==> config.mk <==
export PLATFORM = sky130hd
export DESIGN_NAME = gpio_edge_irq_agg
export DESIGN_NICKNAME = d
export VERILOG_FILES = /design/src/rtl/gei_pkg.sv /design/src/rtl/gei_reg_decode.sv /design/src/rtl/gei_edge_cell.sv /design/src/rtl/gei_group_irq.sv /design/src/rtl/gpio_edge_irq_agg.sv
export SDC_FILE = /design/constraint.sdc
export NUM_CORES = 1
export LEC_CHECK = 0
export ABC_AREA = 1
export BUFFER_PORTS_ARGS = -buffer_cell sky130_fd_sc_hd__buf_2
export CORE_AREA = 2 2 107 109
export DETAILED_ROUTE_END_ITERATION = 10
export DIE_AREA = 0 0 109 111
export HOLD_SLACK_MARGIN = 0.1
export PLACE_DENSITY = 0.86
export SLEW_MARGIN = 10
export SYNTH_ARGS = -nofsm -noshare
export SYNTH_HDL_FRONTEND = slang
export SYNTH_SLANG_ARGS = --single-unit
export TNS_END_PERCENT = 20
==> constraint.sdc <==
create_clock -name clk -period 1.5 [get_ports clk]
set_input_delay 0.3 -clock clk [delete_from_list [all_inputs] [get_ports clk]]
set_output_delay 0.3 -clock clk [all_outputs]
set_load 0.005 [all_outputs]
==> src/rtl/gei_pkg.sv <==
package gei_pkg;
  localparam int unsigned ADDR_W = 8;

  // register map (byte addresses), ascending order within the bank window
  localparam logic [ADDR_W-1:0] OFS_GRP_EN   = 8'h08;
  localparam logic [ADDR_W-1:0] OFS_RISE_SET = 8'h24;
  localparam logic [ADDR_W-1:0] OFS_RISE_CLR = 8'h28;
  localparam logic [ADDR_W-1:0] OFS_FALL_SET = 8'h2C;
  localparam logic [ADDR_W-1:0] OFS_FALL_CLR = 8'h30;
  localparam logic [ADDR_W-1:0] OFS_STAT_CLR = 8'h34;

  typedef struct packed {
    logic rise_set;
    logic rise_clr;
    logic fall_set;
    logic fall_clr;
    logic stat_clr;
    logic grp_en;
  } wr_strobe_t;
endpackage

==> src/rtl/gei_reg_decode.sv <==
module gei_reg_decode
  import gei_pkg::*;
(
  input  logic              wr_en_i,
  input  logic [ADDR_W-1:0] wr_addr_i,
  output wr_strobe_t        stb_o
);
  always_comb begin
    stb_o = '0;
    if (wr_en_i) begin
      unique case (wr_addr_i)
        OFS_GRP_EN:   stb_o.grp_en   = 1'b1;
        OFS_RISE_SET: stb_o.rise_set = 1'b1;
        OFS_RISE_CLR: stb_o.rise_clr = 1'b1;
        OFS_FALL_SET: stb_o.fall_set = 1'b1;
        OFS_FALL_CLR: stb_o.fall_clr = 1'b1;
        OFS_STAT_CLR: stb_o.stat_clr = 1'b1;
        default:      stb_o = '0; // other addresses ignored
      endcase
    end
  end
endmodule

==> src/rtl/gei_edge_cell.sv <==
module gei_edge_cell (
  input  logic clk,
  input  logic rst_n,
  input  logic pin_i,
  input  logic rise_set_i,
  input  logic rise_clr_i,
  input  logic fall_set_i,
  input  logic fall_clr_i,
  input  logic stat_clr_i,
  output logic stat_o
);
  logic prev_q, rise_en_q, fall_en_q, stat_q;
  logic hit;

  // edge = current level differs from the level one clock earlier
  assign hit = (rise_en_q &  pin_i & ~prev_q) |
               (fall_en_q & ~pin_i &  prev_q);

  always_ff @(posedge clk) begin
    if (!rst_n) begin
      prev_q    <= 1'b0;
      rise_en_q <= 1'b0;
      fall_en_q <= 1'b0;
      stat_q    <= 1'b0;
    end else begin
      prev_q <= pin_i;
      if (rise_set_i)      rise_en_q <= 1'b1;
      else if (rise_clr_i) rise_en_q <= 1'b0;
      if (fall_set_i)      fall_en_q <= 1'b1;
      else if (fall_clr_i) fall_en_q <= 1'b0;
      // a fresh edge overrides a clear in the same cycle
      stat_q <= hit | (stat_q & ~stat_clr_i);
    end
  end

  assign stat_o = stat_q;


  r9_edge_wins_chk: assert property (@(posedge clk) disable iff (!rst_n)
    hit |=> stat_q);

  r5_w1c_chk: assert property (@(posedge clk) disable iff (!rst_n)
    (stat_clr_i && !hit) |=> !stat_q);

  r4_quiet_chk: assert property (@(posedge clk) disable iff (!rst_n)
    (!rise_en_q && !fall_en_q && !stat_q) |=> !stat_q);
endmodule

==> src/rtl/gei_group_irq.sv <==
module gei_group_irq #(
  parameter int unsigned GROUP_W = 16
) (
  input  logic               clk,
  input  logic               rst_n,
  input  logic [GROUP_W-1:0] stat_i,
  input  logic               en_i,
  output logic               irq_o
);
  logic irq_q;

  always_ff @(posedge clk) begin
    if (!rst_n) irq_q <= 1'b0;
    else        irq_q <= en_i & (|stat_i);
  end

  assign irq_o = irq_q;


  r10_registered_chk: assert property (@(posedge clk) disable iff (!rst_n)
    1'b1 |=> (irq_o == $past(en_i && (|stat_i))));

  r7_gate_chk: assert property (@(posedge clk) disable iff (!rst_n)
    !en_i |=> !irq_o);
endmodule

==> src/rtl/gpio_edge_irq_agg.sv <==
module gpio_edge_irq_agg
  import gei_pkg::*;
#(
  parameter int unsigned PINS    = 32,
  parameter int unsigned GROUP_W = 16
) (
  input  logic                            clk,
  input  logic                            rst_n,
  input  logic [PINS-1:0]                 pin_i,
  input  logic                            wr_en_i,
  input  logic [ADDR_W-1:0]               wr_addr_i,
  input  logic [PINS-1:0]                 wr_data_i,
  output logic [PINS-1:0]                 status_o,
  output logic [(PINS/GROUP_W)-1:0]       grp_irq_o
);
  localparam int unsigned NGROUPS = PINS / GROUP_W;

  wr_strobe_t          stb;
  logic [PINS-1:0]     stat;
  logic [NGROUPS-1:0]  grp_en_q;

  gei_reg_decode u_dec (
    .wr_en_i   (wr_en_i),
    .wr_addr_i (wr_addr_i),
    .stb_o     (stb)
  );

  // bank-wide group enable register
  always_ff @(posedge clk) begin
    if (!rst_n)          grp_en_q <= '0;
    else if (stb.grp_en) grp_en_q <= wr_data_i[NGROUPS-1:0];
  end

  for (genvar p = 0; p < PINS; p++) begin : g_pin
    gei_edge_cell u_cell (
      .clk        (clk),
      .rst_n      (rst_n),
      .pin_i      (pin_i[p]),
      .rise_set_i (stb.rise_set & wr_data_i[p]),
      .rise_clr_i (stb.rise_clr & wr_data_i[p]),
      .fall_set_i (stb.fall_set & wr_data_i[p]),
      .fall_clr_i (stb.fall_clr & wr_data_i[p]),
      .stat_clr_i (stb.stat_clr & wr_data_i[p]),
      .stat_o     (stat[p])
    );
  end

  // group g covers bits g*GROUP_W +: GROUP_W
  for (genvar g = 0; g < NGROUPS; g++) begin : g_grp
    gei_group_irq #(.GROUP_W(GROUP_W)) u_grp (
      .clk    (clk),
      .rst_n  (rst_n),
      .stat_i (stat[g*GROUP_W +: GROUP_W]),
      .en_i   (grp_en_q[g]),
      .irq_o  (grp_irq_o[g])
    );
  end

  assign status_o = stat;


  r6_group_map_chk: assert property (@(posedge clk) disable iff (!rst_n)
    (status_o[GROUP_W-1:0] == '0) |=> !grp_irq_o[0]);

  r1_reset_chk: assert property (@(posedge clk)
    !rst_n |=> (status_o == '0 && grp_irq_o == '0));
endmodule

==> results by group, run 1 <==
Floorplanning
  – Rows: 39
  – I/O pins: 109
  – Die area: around 0.012 mm^2
  – Vert. Die Dim: 111 um
  – Die X: 109 um
  – Core area: 0.0111 mm^2
  – Starting Density: 0.542

Power and ir drop
  – Leak: 3.01 nW
  – Max IR drop VDD: 0.739 mV
  – Pwr per Cell Area: 1110 mW/mm^2

Place
  – HPWL after DPL: 10400 um
  – Gpl congestion: 0.779
  – Dpl cells: roughly 1000
  – Port bufs: 108

Yosys
  – Commonest cells in the netlist: 201 x nand2_1, 132 x dfxtp_1, 129 x nand3_1, 71 x inv_1, 66 x a21oi_1
  – Yosys top cell area share: 0.440
  – Top-count cell post-synth: nand2_1
  – Largest cells by area after synthesis: dfxtp_1 44%, nand2_1 13%, nand3_1 11%, a21oi_1 5.5%, buf_4 4.6%
  – YS warnings: 0
  – Synth Flop Type: dfxtp_1
  – Syn_area_per_cell: 7.37 um^2
  – Synth area leader: dfxtp_1
  – Synthesized flop and latch total: 132
  – Syn Nets: 889
  – Post-synth ARST share: 0
  – Synthesized cell area: 0.00600 mm^2
  – Sequential share of the synthesized area: 0.440
  – EDFF count, synth: 0
  – Syn Inst Count: between 800 and 900
  – Synth cell types: 21

Route
  – DRT iter0 DRCs: 446
  – Antenna Nets Post-Route: 0
  – Vias: 5747
  – Drt first pass iters: 6
  – Drt drc: 0
  – Vias per cell: about 5.4
  – Detailed Route WL: ~16000 um
  – Wirelength per Cell: 14.9 um

Setup path
  – Critical Path End: status_o[30]
  – Crit path DAT: around 0.96 ns
  – Cell count of the worst reg-to-reg path: 4
  – Worst path max stage delay: 0.40 ns
  – Worst-path maximum fanout: 3
  – Setup Crit Path Kind: reg -> out
  – Startpoint Class: register
  – Required @ worst endpoint: 1.20 ns
  – Worst path top cell family by delay: flip-flops
  – Reg2reg end: g_grp[0].u_grp.irq_o
  – Crit. path cell count: 1
  – Worst-path cell chain: buf_2
  – Reg2reg setup slack: 0.32 ns
  – Slowest CP cell: dfxtp_1
  – Crit path buf inv count: 1
  – CP startpoint: g_pin[30].u_cell.stat_o
  – Critical R2R Launch: g_pin[15].u_cell.stat_o
  – Kind of end point of the critical path: output port

GRT
  – Vias in the first global route: between 5000 and 6000
  – Grt ovf: 0
  – Initial antenna violation count: 1
  – Total GRT Usage: 0.267
  – Global-route wire length before repair: 25400 um
  – Largest net degree at the start of global routing: 48

Clock network
  – Setup bufs post-CTS: 0
  – Clock Tree Buf Depth: 2
  – Sink Count: about 130
  – Num CTS Buffers: 17
  – CTS H-Tree Depth: 4
  – Clk_lat worst skew: roughly 0.42 ns
  – Post-cts resize count: 0
  – Clk slew on worst S/H paths: 0.06 ns
  – CTS Hold Buffers Added: 19
  – CTS root buf: clkbuf_16
  – TritonCTS clock tree: built

STA
  – Setup_tns: 0 ns
  – Clk_skew: 0.0139 ns
  – Final-report hold violation count: 0
  – Worst-Margin Slew: 0.381 ns
  – Endpoints failing setup: 0
  – Hold_ws: between 0.1 and 0.15 ns
  – Post-layout min period: approximately 1.3 ns
  – Peak Freq: 0.792 GHz
  – Slew Limit Headroom: 0.746
  – RSZ-0062 raised after global routing: false
  – Fin crit share: 0.842
  – Slew Limit Fails: 0

Finish
  – Nets: between 900 and 1000
  – Area Growth Syn to Fin: 21.1%
  – Diodes inserted: 0
  – Post-layout util: 0.656
  – Share of post-route cells with drive strength above 1: 0.220
  – Non-filler cells, final: 1062

Flow run
  – Max_cap viols: 0

Status
  – Outcome: finished, final reports clean

Worst hold path
  – Hold crit path type: in -> reg
==> area by class of cell <==
cell class | instances | area, um^2
clock inverters | 9 | 104
multi-input cells | 534 | 2560
inverters | 73 | 275
fillers | 898 | 3810
repair buffers | 149 | 1030
flip-flops and latches | 132 | 2640
clock buffers | 22 | 474
well taps | 143 | 179
==> metrics by stage <==
stage               power [mW]  area [um^2]  worst slack (ns)
CTS                       8.13         7270             0.240
floorplan                 3.83         6000             0.351
finish                    8.10         7270             0.237
global placement          4.08         6500             0.107
detailed placement        4.09         6500            0.0803
global route              8.36         7270             0.202
==> cell usage in the layout (no fill, tap or decap) <==
master and n:
clkinv_4 1, nand2_1 201, buf_12 11, clkinv_2 5, clkbuf_1 2, inv_1 71, nand3_1 129, nor3_1 1
a31oi_1 32, dfxtp_1 132, bufinv_16 2, buf_2 108, inv_2 1, nand3_4 1, a21oi_2 30, nor2_8 1
dlygate4sd3_1 19, clkinvlp_4 2, clkbuf_8 3, nor2_4 3, buf_4 11, nand4_1 4, a21oi_1 66, nor2_2 5
clkbuf_16 17, nor2_1 56, o21ai_0 4, nand2_2 1
==> report_power, final <==
part	total (mW)	internal (mW)	switching [mW]	leakage, nW
sequential	3.58	3.56	0.0245	1.07
combinational	0.483	0.178	0.306	1.66
clock	4.03	2.56	1.47	0.282
==> registers in the layout, summed over array words and instances, names as in the netlist <==
signal / flops
g_pin.u_cell.stat_o: 32
grp_en_q: 2
g_pin.u_cell.prev_q: 32
g_pin.u_cell.fall_en_q: 32
g_grp.u_grp.irq_o: 2
g_pin.u_cell.rise_en_q: 32
==> how the worst min path moves through the flow <==
| stage | start | endpoint | slack, ns | cells after the start |
|---|---|---|---|---|
| floorplan | pin_i[0] | g_pin[0].u_cell.prev_q | 0.39 | 2 |
| global placement | grp_en_q[1] | g_grp[1].u_grp.irq_o | 0.44 | 2 |
| detailed placement | g_pin[1].u_cell.fall_en_q | g_pin[1].u_cell.fall_en_q | 0.46 | 2 |
| CTS | pin_i[26] | g_pin[26].u_cell.prev_q | 0.10 | 3 |
| global route | pin_i[26] | g_pin[26].u_cell.prev_q | 0.11 | 3 |
| finish | pin_i[20] | g_pin[20].u_cell.prev_q | 0.10 | 3 |
==> kinds of logic (layout without fill, tap and decap cells) <==
family,count (synthesis),after routing,share of synthesized area
and+or+nand+nor,402,402,0.290
DFF,132,132,0.440
buffers and inverters,148,253,0.134
AOI/OAI and AO/OA,132,132,0.136
==> layer usage <==
metal	wire length, um	vias up	share of wire	track usage
met4	555	2	0.035	0.136
met1	6500	2629	0.41	0.321
met3	1120	50	0.071	0.0653
li1	-	2813	-	-
met5	19	-	0.0012	0
met2	7590	253	0.48	0.439
No activity file was read; power rests on OpenSTA's default activity.
==> inputs of run 2 (changes only) <==
--- a/config.mk
+++ b/config.mk
@@ -5,13 +5,13 @@
 export SDC_FILE = /design/constraint.sdc
 export NUM_CORES = 1
 export LEC_CHECK = 0
-export ABC_AREA = 1
+export ABC_AREA = 0
 export BUFFER_PORTS_ARGS = -buffer_cell sky130_fd_sc_hd__buf_2
-export CORE_AREA = 2 2 107 109
+export CORE_AREA = 2 2 106 108
 export DETAILED_ROUTE_END_ITERATION = 10
-export DIE_AREA = 0 0 109 111
+export DIE_AREA = 0 0 108 110
 export HOLD_SLACK_MARGIN = 0.1
-export PLACE_DENSITY = 0.86
+export PLACE_DENSITY = 0.85
 export SLEW_MARGIN = 10
 export SYNTH_ARGS = -nofsm -noshare
 export SYNTH_HDL_FRONTEND = slang
==> constraint.sdc (replaced) <==
create_clock -name clk -period 1.3 [get_ports clk]
set_input_delay 0.26 -clock clk [delete_from_list [all_inputs] [get_ports clk]]
set_output_delay 0.26 -clock clk [all_outputs]
set_load 0.005 [all_outputs]
==> run 2 against run 1 <==
- combinational power is 62% higher
- final area is 8.4% higher
- non-clock buffer count is 65 higher
- count of clock-buffer cells in the layout is 4 lower
- total power is 29% higher
- global-route usage is 4.5 points higher
- wire length is 17% higher
- clock power is 37% higher
- utilization is 8.0 points higher
- flip-flop and latch count stayed put
- critical path type is now reg -> reg
- critical endpoint is now g_grp[0].u_grp.irq_o
- largest cell class unchanged
==> results by group, run 2 <==
STA
  – Fin crit share: 0.993
  – Clk_skew: 0.00753 ns (-0.00632 ns)
  – Final-report hold violation count: 0 (unchanged)
  – Peak Freq: 0.775 GHz
  – Post-layout min period: between 1 and 1.5 ns
  – Worst-Margin Slew: 0.522 ns (+0.141 ns)
  – Slew Limit Fails: 0 (unchanged)
  – Endpoints failing setup: 0 (unchanged)
  – RSZ-0062 raised after global routing: true
  – Slew Limit Headroom: 0.652 (-0.0942)

Yosys
  – Post-synth ARST share: 0 (unchanged)
  – Largest cells by area after synthesis: dfxtp_1 46%, a32o_1 11%, nand4_1 6.9%, o31a_1 4.8%, buf_4 4.4%
  – YS warnings: 0 (unchanged)
  – Yosys top cell area share: 0.456 (+0.0154)
  – Syn Nets: 680 (-24%)
  – Synth Flop Type: dfxtp_1
  – Syn Inst Count: 605 (-26%)
  – Synth area leader: dfxtp_1
  – EDFF count, synth: 0 (unchanged)
  – Synthesized cell area: 0.00580 mm^2 (-3.4%)
  – Sequential share of the synthesized area: 0.456 (+0.0154)
  – Top-count cell post-synth: dfxtp_1
  – Synthesized flop and latch total: 132 (unchanged)
  – Syn_area_per_cell: 9.59 um^2 (+30%)
  – Synth cell types: 27 (+29%)
  – Commonest cells in the netlist: 132 x dfxtp_1, 64 x a32o_1, 64 x nand4_1, 41 x clkbuf_1, 36 x nand2_1

Clock network
  – TritonCTS clock tree: built
  – Clk_lat worst skew: 0.53 ns (+0.11 ns)
  – Clk slew on worst S/H paths: 0.06 ns (about the same)
  – Clock Tree Buf Depth: 2 (unchanged)
  – CTS root buf: clkbuf_8
  – Sink Count: 132 (unchanged)
  – Num CTS Buffers: 17 (unchanged)
  – CTS H-Tree Depth: 4 (unchanged)

Place
  – Port bufs: 108 (unchanged)
  – Placed Instance Area: 0.00649 mm^2 (-0.13%)
  – HPWL after DPL: 11000 um (+5.4%)
  – Dpl cells: 803 (-21%)
  – Gpl congestion: 0.842 (+8.1%)

Power and ir drop
  – Clock network power share: 0.530 (+0.032)
  – Pint: 8.19 mW (+30%)
  – Sw frac: 0.215 (-0.00818)
  – Switch Pwr: 2.24 mW (+24%)
  – Pwr per Cell Area: 1320 mW/mm^2 (+19%)
  – Final Total Pwr: 10.4 mW (+29%)
  – Power share of the combinational group: 0.075 (+0.015)
  – Leak: 3.01 nW (+0.13%)
  – Sequential power share: 0.395 (-0.047)
  – Max IR drop VDD: 0.649 mV (-12%)

Floorplanning
  – Die area: 0.0119 mm^2 (-1.8%)
  – Rows: 38 (-2.6%)
  – Die X: 108 um (-0.92%)
  – Core area: 0.0107 mm^2 (-3.4%)
  – Vert. Die Dim: 110 um (-0.90%)
  – I/O pins: 109 (unchanged)
  – Starting Density: 0.542 (about the same)

Setup path
  – CP startpoint: g_pin[10].u_cell.stat_o
  – Kind of end point of the critical path: register
  – Worst path top cell family by delay: simple AND/OR/NAND/NOR gates
  – Crit path buf inv count: 1 (unchanged)
  – Reg2reg end: g_grp[0].u_grp.irq_o
  – Worst-path maximum fanout: 3 (unchanged)
  – Crit. path cell count: 3 (+2)
  – Critical Path End: g_grp[0].u_grp.irq_o
  – Reg2reg setup slack: 0.009 ns (-0.31 ns)
  – Slowest CP cell: nor4_1
  – Critical R2R Launch: g_pin[10].u_cell.stat_o
  – Worst-path cell chain: nor4_1 -> buf_4 -> a41oi_1
  – Startpoint Class: register
  – Crit path DAT: 1.67 ns (+0.71 ns)
  – Setup Crit Path Kind: reg -> reg
  – Required @ worst endpoint: 1.68 ns (+0.48 ns)
  – Cell count of the worst reg-to-reg path: 3 (-1)
  – Worst path max stage delay: 0.49 ns (+0.09 ns)

GRT
  – Vias in the first global route: 5784 (+4.7%)
  – Largest net degree at the start of global routing: 133 (+180%)
  – Initial antenna violation count: 1 (unchanged)
  – Total GRT Usage: 0.312 (+0.0449)
  – Grt ovf: 0 (unchanged)
  – Global-route wire length before repair: 28600 um (+13%)

Route
  – Drt drc: 0 (unchanged)
  – Drt first pass iters: 6 (unchanged)
  – Vias per cell: 6.53 (+21%)
  – DRT iter0 DRCs: 794 (+78%)
  – Antenna Nets Post-Route: 0 (unchanged)
  – Detailed Route WL: 18500 um (+17%)
  – Wirelength per Cell: 20.6 um (+38%)
  – Vias: 5880 (+2.3%)

Flow run
  – Max_cap viols: 0 (unchanged)

Finish
  – Nets: 821 (-16%)
  – Area of the multi-input gates: 0.00269 mm^2 (+5.1%)
  – Post-layout util: 0.736 (+0.0801)
  – Commonest non-fill, non-tap cell in the layout: buf_2
  – Final instance area: 0.00788 mm^2 (+8.4%)
  – Share of post-route cells with drive strength above 1: 0.290 (+0.0701)
  – Area Growth Syn to Fin: 35.9%
  – FILL cells: 685 (-24%)
  – Non-filler cells, final: 900 (-15%)
  – Flip-flop and latch area: 0.00269 mm^2 (+1.9%)
  – Most frequent cells in the layout: 106 x buf_2, 101 x dfxtp_1, 64 x nand4_1, 64 x a32o_1, 64 x dlygate4sd3_1

Status
  – Outcome: finished, final reports clean

Worst hold path
  – Hold crit path type: in -> reg
==> run 2: per-stage QoR <==
stage	worst slack [ns]	setup TNS [ns]	hold slack, ns
2_1_floorplan	-0.266	-16.75	0.382
3_3_place_gp	-0.396	-31.74	0.467
3_5_place_dp	-0.413	-34.66	0.465
4_1_cts	0.00226	0	0.322
5_1_grt	-0.00114	-0.00114	0.344
6_report	0.00935	0	0.324
==> run 2: final cells by class <==
| type | count | share of cell area |
|---|---|---|
| Antenna cell | 1 | 0.000318 |
| Clock buffer | 18 | 0.0543 |
| Clock inverter | 14 | 0.0326 |
| Multi-Input combinational cell | 381 | 0.342 |
| Sequential cell | 132 | 0.342 |
| Tap cell | 140 | 0.0222 |
| Timing Repair Buffer | 214 | 0.207 |
==> run 2: routing by layer <==
metal,up-vias,GRT usage,wire length [um]
li1,2600,-,-
met2,414,0.502,8760
met1,2763,0.372,6920
met3,103,0.0935,1910
met5,-,0,0
met4,0,0.183,941
==> run 2: power by group through the flow <==
| stage | clock, mW | sequential (mW) | combinational (mW) |
|---|---|---|---|
| floorplan | 0 | 4.21 | 0.252 |
| global placement | 0 | 4.21 | 0.575 |
| detailed placement | 0 | 4.22 | 0.595 |
| CTS | 5.52 | 4.13 | 0.752 |
| global route | 5.70 | 4.13 | 0.828 |
| finish | 5.53 | 4.12 | 0.783 |
==> run 2: worst min-delay path by stage <==
stage / startpoint / endpoint / cells past startpoint
2_1_floorplan: pin_i[0] / g_pin[0].u_cell.prev_q / 1
3_3_place_gp: grp_en_q[0] / g_grp[0].u_grp.irq_o / 2
3_5_place_dp: grp_en_q[0] / g_grp[0].u_grp.irq_o / 2
4_1_cts: rst_n / g_pin[19].u_cell.stat_o / 3
5_1_grt: rst_n / g_pin[17].u_cell.stat_o / 3
6_report: rst_n / g_pin[17].u_cell.stat_o / 3
==> run 2: worst register-to-register path, cell delays in order, from the launching register on <==
cell and delay [ns]:
dfxtp_2 0.33, nor4_1 0.49, buf_4 0.20, a41oi_1 0.13
==> run 2: logic make-up after synthesis <==
| group | Yosys count | share of synthesized area |
|---|---|---|
| flip-flops | 132 | 0.456 |
| multiplexers | 2 | 0.00345 |
| AO/OA/AOI/OAI | 162 | 0.231 |
| AND/OR/NAND/NOR | 217 | 0.222 |
| buffers and inverters | 92 | 0.0880 |
==> run 2: what timing repair did <==
action                     CTS  global route
hold endpoints to repair    98             0
resized for setup           17            20
pin swaps                    0             0
setup buffers                0             0
setup endpoints to repair   17            20
hold buffers                64             0
==> inputs of run 3 (changes only) <==
--- a/config.mk
+++ b/config.mk
@@ -7,13 +7,14 @@
 export LEC_CHECK = 0
 export ABC_AREA = 0
 export BUFFER_PORTS_ARGS = -buffer_cell sky130_fd_sc_hd__buf_2
-export CORE_AREA = 2 2 106 108
+export CORE_AREA = 2 2 107 109
 export DETAILED_ROUTE_END_ITERATION = 10
-export DIE_AREA = 0 0 108 110
+export DIE_AREA = 0 0 109 111
 export HOLD_SLACK_MARGIN = 0.1
-export PLACE_DENSITY = 0.85
+export PLACE_DENSITY = 0.86
 export SLEW_MARGIN = 10
 export SYNTH_ARGS = -nofsm -noshare
 export SYNTH_HDL_FRONTEND = slang
+export SYNTH_HIERARCHICAL = 1
 export SYNTH_SLANG_ARGS = --single-unit
 export TNS_END_PERCENT = 20
==> run 3 against run 2 <==
- the flow now finishes with violations (setup timing)
- critical path type is now in -> reg
- fmax fell by 6.9%
- critical endpoint is now g_pin[25].u_cell/stat_o
- final area rose by 2.7%
- register-to-register slack improved by 0.16 ns
- clock skew fell by 0.00084 ns
- die area rose by 1.8%
- final cell count rose by 5.6%
==> results by group, run 3 <==
Yosys
  – Synthesized flop and latch total: 132 (unchanged)
  – Yosys top cell area share: 0.438 (-0.0179)
  – YS warnings: 6 (+6)
  – Top-count cell post-synth: and2_1
  – Syn Nets: 700 (+2.9%)
  – Commonest cells in the netlist: 142 x and2_1, 132 x dfxtp_1, 66 x nor2b_1, 64 x nand4b_1, 64 x o21a_1
  – Syn Inst Count: 625 (+3.3%)
  – Largest cells by area after synthesis: dfxtp_1 44%, and2_1 15%, nand4b_1 9.3%, o21a_1 8.0%, nor2b_1 6.8%
  – Post-synth ARST share: 0 (unchanged)
  – Syn_area_per_cell: 9.66 um^2 (+0.75%)
  – Synth cell types: 21 (-22%)
  – Synth area leader: dfxtp_1
  – Synthesized cell area: 0.00604 mm^2 (+4.1%)
  – EDFF count, synth: 0 (unchanged)
  – Synth Flop Type: dfxtp_1
  – Sequential share of the synthesized area: 0.438 (-0.0179)

Place
  – Port bufs: 108 (unchanged)
  – HPWL after DPL: 9580 um (-13%)
  – Gpl congestion: 0.806 (-4.3%)
  – Dpl ws: -0.525 ns (-0.111 ns)

Flow run
  – Max_cap viols: 0 (unchanged)

Status
  – Outcome: finished with violations
  – Violated checks: setup timing

Clock network
  – Clk_lat worst skew: 0.42 ns (-0.11 ns)
  – Clock Tree Buf Depth: 2 (unchanged)
  – CTS root buf: clkbuf_16
  – Num CTS Buffers: 17 (unchanged)
  – CTS H-Tree Depth: 4 (unchanged)
  – Clk slew on worst S/H paths: 0.06 ns (about the same)
  – TritonCTS clock tree: built
  – Sink Count: 132 (unchanged)

Finish
  – Commonest non-fill, non-tap cell in the layout: and2_1
  – FILL cells: 741 (+8.2%)
  – Diodes inserted: 0 (-1)
  – Share of post-route cells with drive strength above 1: 0.280 (-0.00981)
  – Most frequent cells in the layout: 142 x and2_1, 132 x dfxtp_1, 105 x buf_2, 65 x nor2b_1
  – Area Growth Syn to Fin: 34.0%
  – Nets: 869 (+5.8%)

Route
  – Antenna Nets Post-Route: 0 (unchanged)
  – Drt first pass iters: 4 (-2)
  – Vias per cell: 5.48 (-16%)
  – Wirelength per Cell: 15.9 um (-23%)
  – Vias: 5203 (-12%)
  – DRT iter0 DRCs: 310 (-61%)
  – Detailed Route WL: 15100 um (-19%)
  – Drt drc: 0 (unchanged)

STA
  – Clk_skew: 0.00669 ns (-0.000837 ns)
  – Final-report hold violation count: 0 (unchanged)
  – Endpoints failing setup: 71 (+71)
  – RSZ-0062 raised after global routing: true
  – Fin crit share: 1.07 (+0.0738)
  – Slew Limit Fails: 0 (unchanged)
  – Setup_tns: -2.31 ns (-2.31 ns)
  – Peak Freq: 0.721 GHz (-6.9%)
  – Worst-Margin Slew: 0.437 ns (-0.0848 ns)
  – PnR worst setup slack: -0.0866 ns (-0.0960 ns)
  – Post-layout min period: 1.39 ns (+0.0960 ns)
  – Slew Limit Headroom: 0.706 (+0.0538)

Floorplanning
  – Die area: 0.0121 mm^2 (+1.8%)
  – Core area: 0.0111 mm^2 (+3.5%)
  – I/O pins: 109 (unchanged)
  – Vert. Die Dim: 111 um (+0.91%)
  – Rows: 39 (+2.6%)
  – Die X: 109 um (+0.93%)
  – Starting Density: 0.545 (+0.00279)

GRT
  – Global-route wire length before repair: 25100 um (-12%)
  – Grt ovf: 0 (unchanged)
  – Largest net degree at the start of global routing: 34 (-74%)
  – Initial antenna violation count: 0 (-1)
  – Vias in the first global route: 5478 (-5.3%)
  – Total GRT Usage: 0.263 (-0.0496)

Setup path
  – Reg2reg setup slack: 0.17 ns (+0.16 ns)
  – Worst-path maximum fanout: 32 (+29)
  – Worst path max stage delay: 0.57 ns (+0.08 ns)
  – Setup Crit Path Kind: in -> reg
  – Startpoint Class: input port
  – Slowest CP cell: or4b_4
  – Kind of end point of the critical path: register
  – Required @ worst endpoint: 1.61 ns (-0.07 ns)
  – Crit path DAT: 1.69 ns (+0.02 ns)
  – Worst-path cell chain: buf_6 -> or4b_4 -> nor3_4 -> buf_12 -> and2_1 -> nand3b_1 -> nand3_1

Power and ir drop
  – Max IR drop VDD: 1.13 mV (+74%)
  – Leak: 3.58 nW (+19%)
  – Pwr per Cell Area: 1290 mW/mm^2 (-2.9%)

Worst hold path
  – Hold crit path type: in -> reg
## run 3: cell types whose count changed after synthesis, sizes merged, moves of 4 or more
| cell | change |
|---|---|
| nor2b | +65 |
| nand2 | -34 |
| o21ai | -32 |
| o31a | -32 |
| nor3 | +4 |
| nand4 | -64 |
| nand4b | +64 |
| a32o | -64 |
| o21a | +32 |
| clkbuf | -26 |
| and3 | -4 |
| and2 | +160 |
| buf | -51 |
## run 3: report_power, final
| group | internal (mW) | switching, mW | leakage, nW | total (mW) |
|---|---|---|---|---|
| sequential | 4.10 | 0.0259 | 1.07 | 4.13 |
| clock | 3.95 | 1.80 | 0.346 | 5.74 |
| combinational | 0.279 | 0.250 | 2.17 | 0.529 |
## run 3: final timing paths
kind / start / to / cells past startpoint
worst max-delay path: wr_addr_i[1] / g_pin[25].u_cell/stat_o / 7
worst min-delay path: wr_data_i[0] / grp_en_q[0] / 3
worst max register to register: g_pin[1].u_cell/stat_o / g_grp[0].u_grp/irq_o / 3
worst min register to register: grp_en_q[0] / g_grp[0].u_grp/irq_o / 2
## run 3: cell families after synthesis
family                 synth area share
DFF                               0.438
AOI/OAI and AO/OA                0.0825
buffers and inverters            0.0131
muxes                           0.00332
and+or+nand+nor                   0.463
## run 3: area by class of cell
cell class,count,area (um^2),share of cell area
Tap cell,143,179,0.0221
Sequential cell,132,2640,0.327
Inverter,1,3.75,0.000464
Clock buffer,20,467,0.0577
Timing Repair Buffer,165,1160,0.144
Multi-Input combinational cell,477,3390,0.418
Clock inverter,12,249,0.0308
## run 3: worst max-delay path, delay by kind of cell
family	cells	cell delay (ns)
buffers and inverters	2	0.31
AND/OR/NAND/NOR	5	1.11
## run 3: metrics by stage
stage | area, um^2 | total power [mW] | hold slack [ns] | std cells | utilization
floorplan | 6060 | 4.31 | 0.378 | 625 | -
global placement | 7010 | 4.62 | 0.476 | 886 | 0.633
detailed placement | 7010 | 4.65 | 0.475 | 886 | 0.633
CTS | 8070 | 10.4 | 0.164 | 950 | 0.728
global route | 8090 | 10.7 | 0.211 | 950 | 0.730
finish | 8090 | 10.4 | 0.180 | 950 | 0.730
## run 3: repair_timing
item | 4_1_cts | 5_1_grt
setup buffers | 0 | 0
endpoints found under the hold margin | 32 | 0
pin swaps | 6 | 3
resized for setup | 3 | 5
setup endpoints to repair | 71 | 98
cloned | 0 | 0
hold buffers | 32 | 0
## run 3: routing by layer
layer	vias to the layer above	routed length, um	track usage
li1	2523	-	-
met1	2526	6490	0.307
met2	126	7560	0.443
met3	28	717	0.0770
met4	0	331	0.109
met5	-	0	0
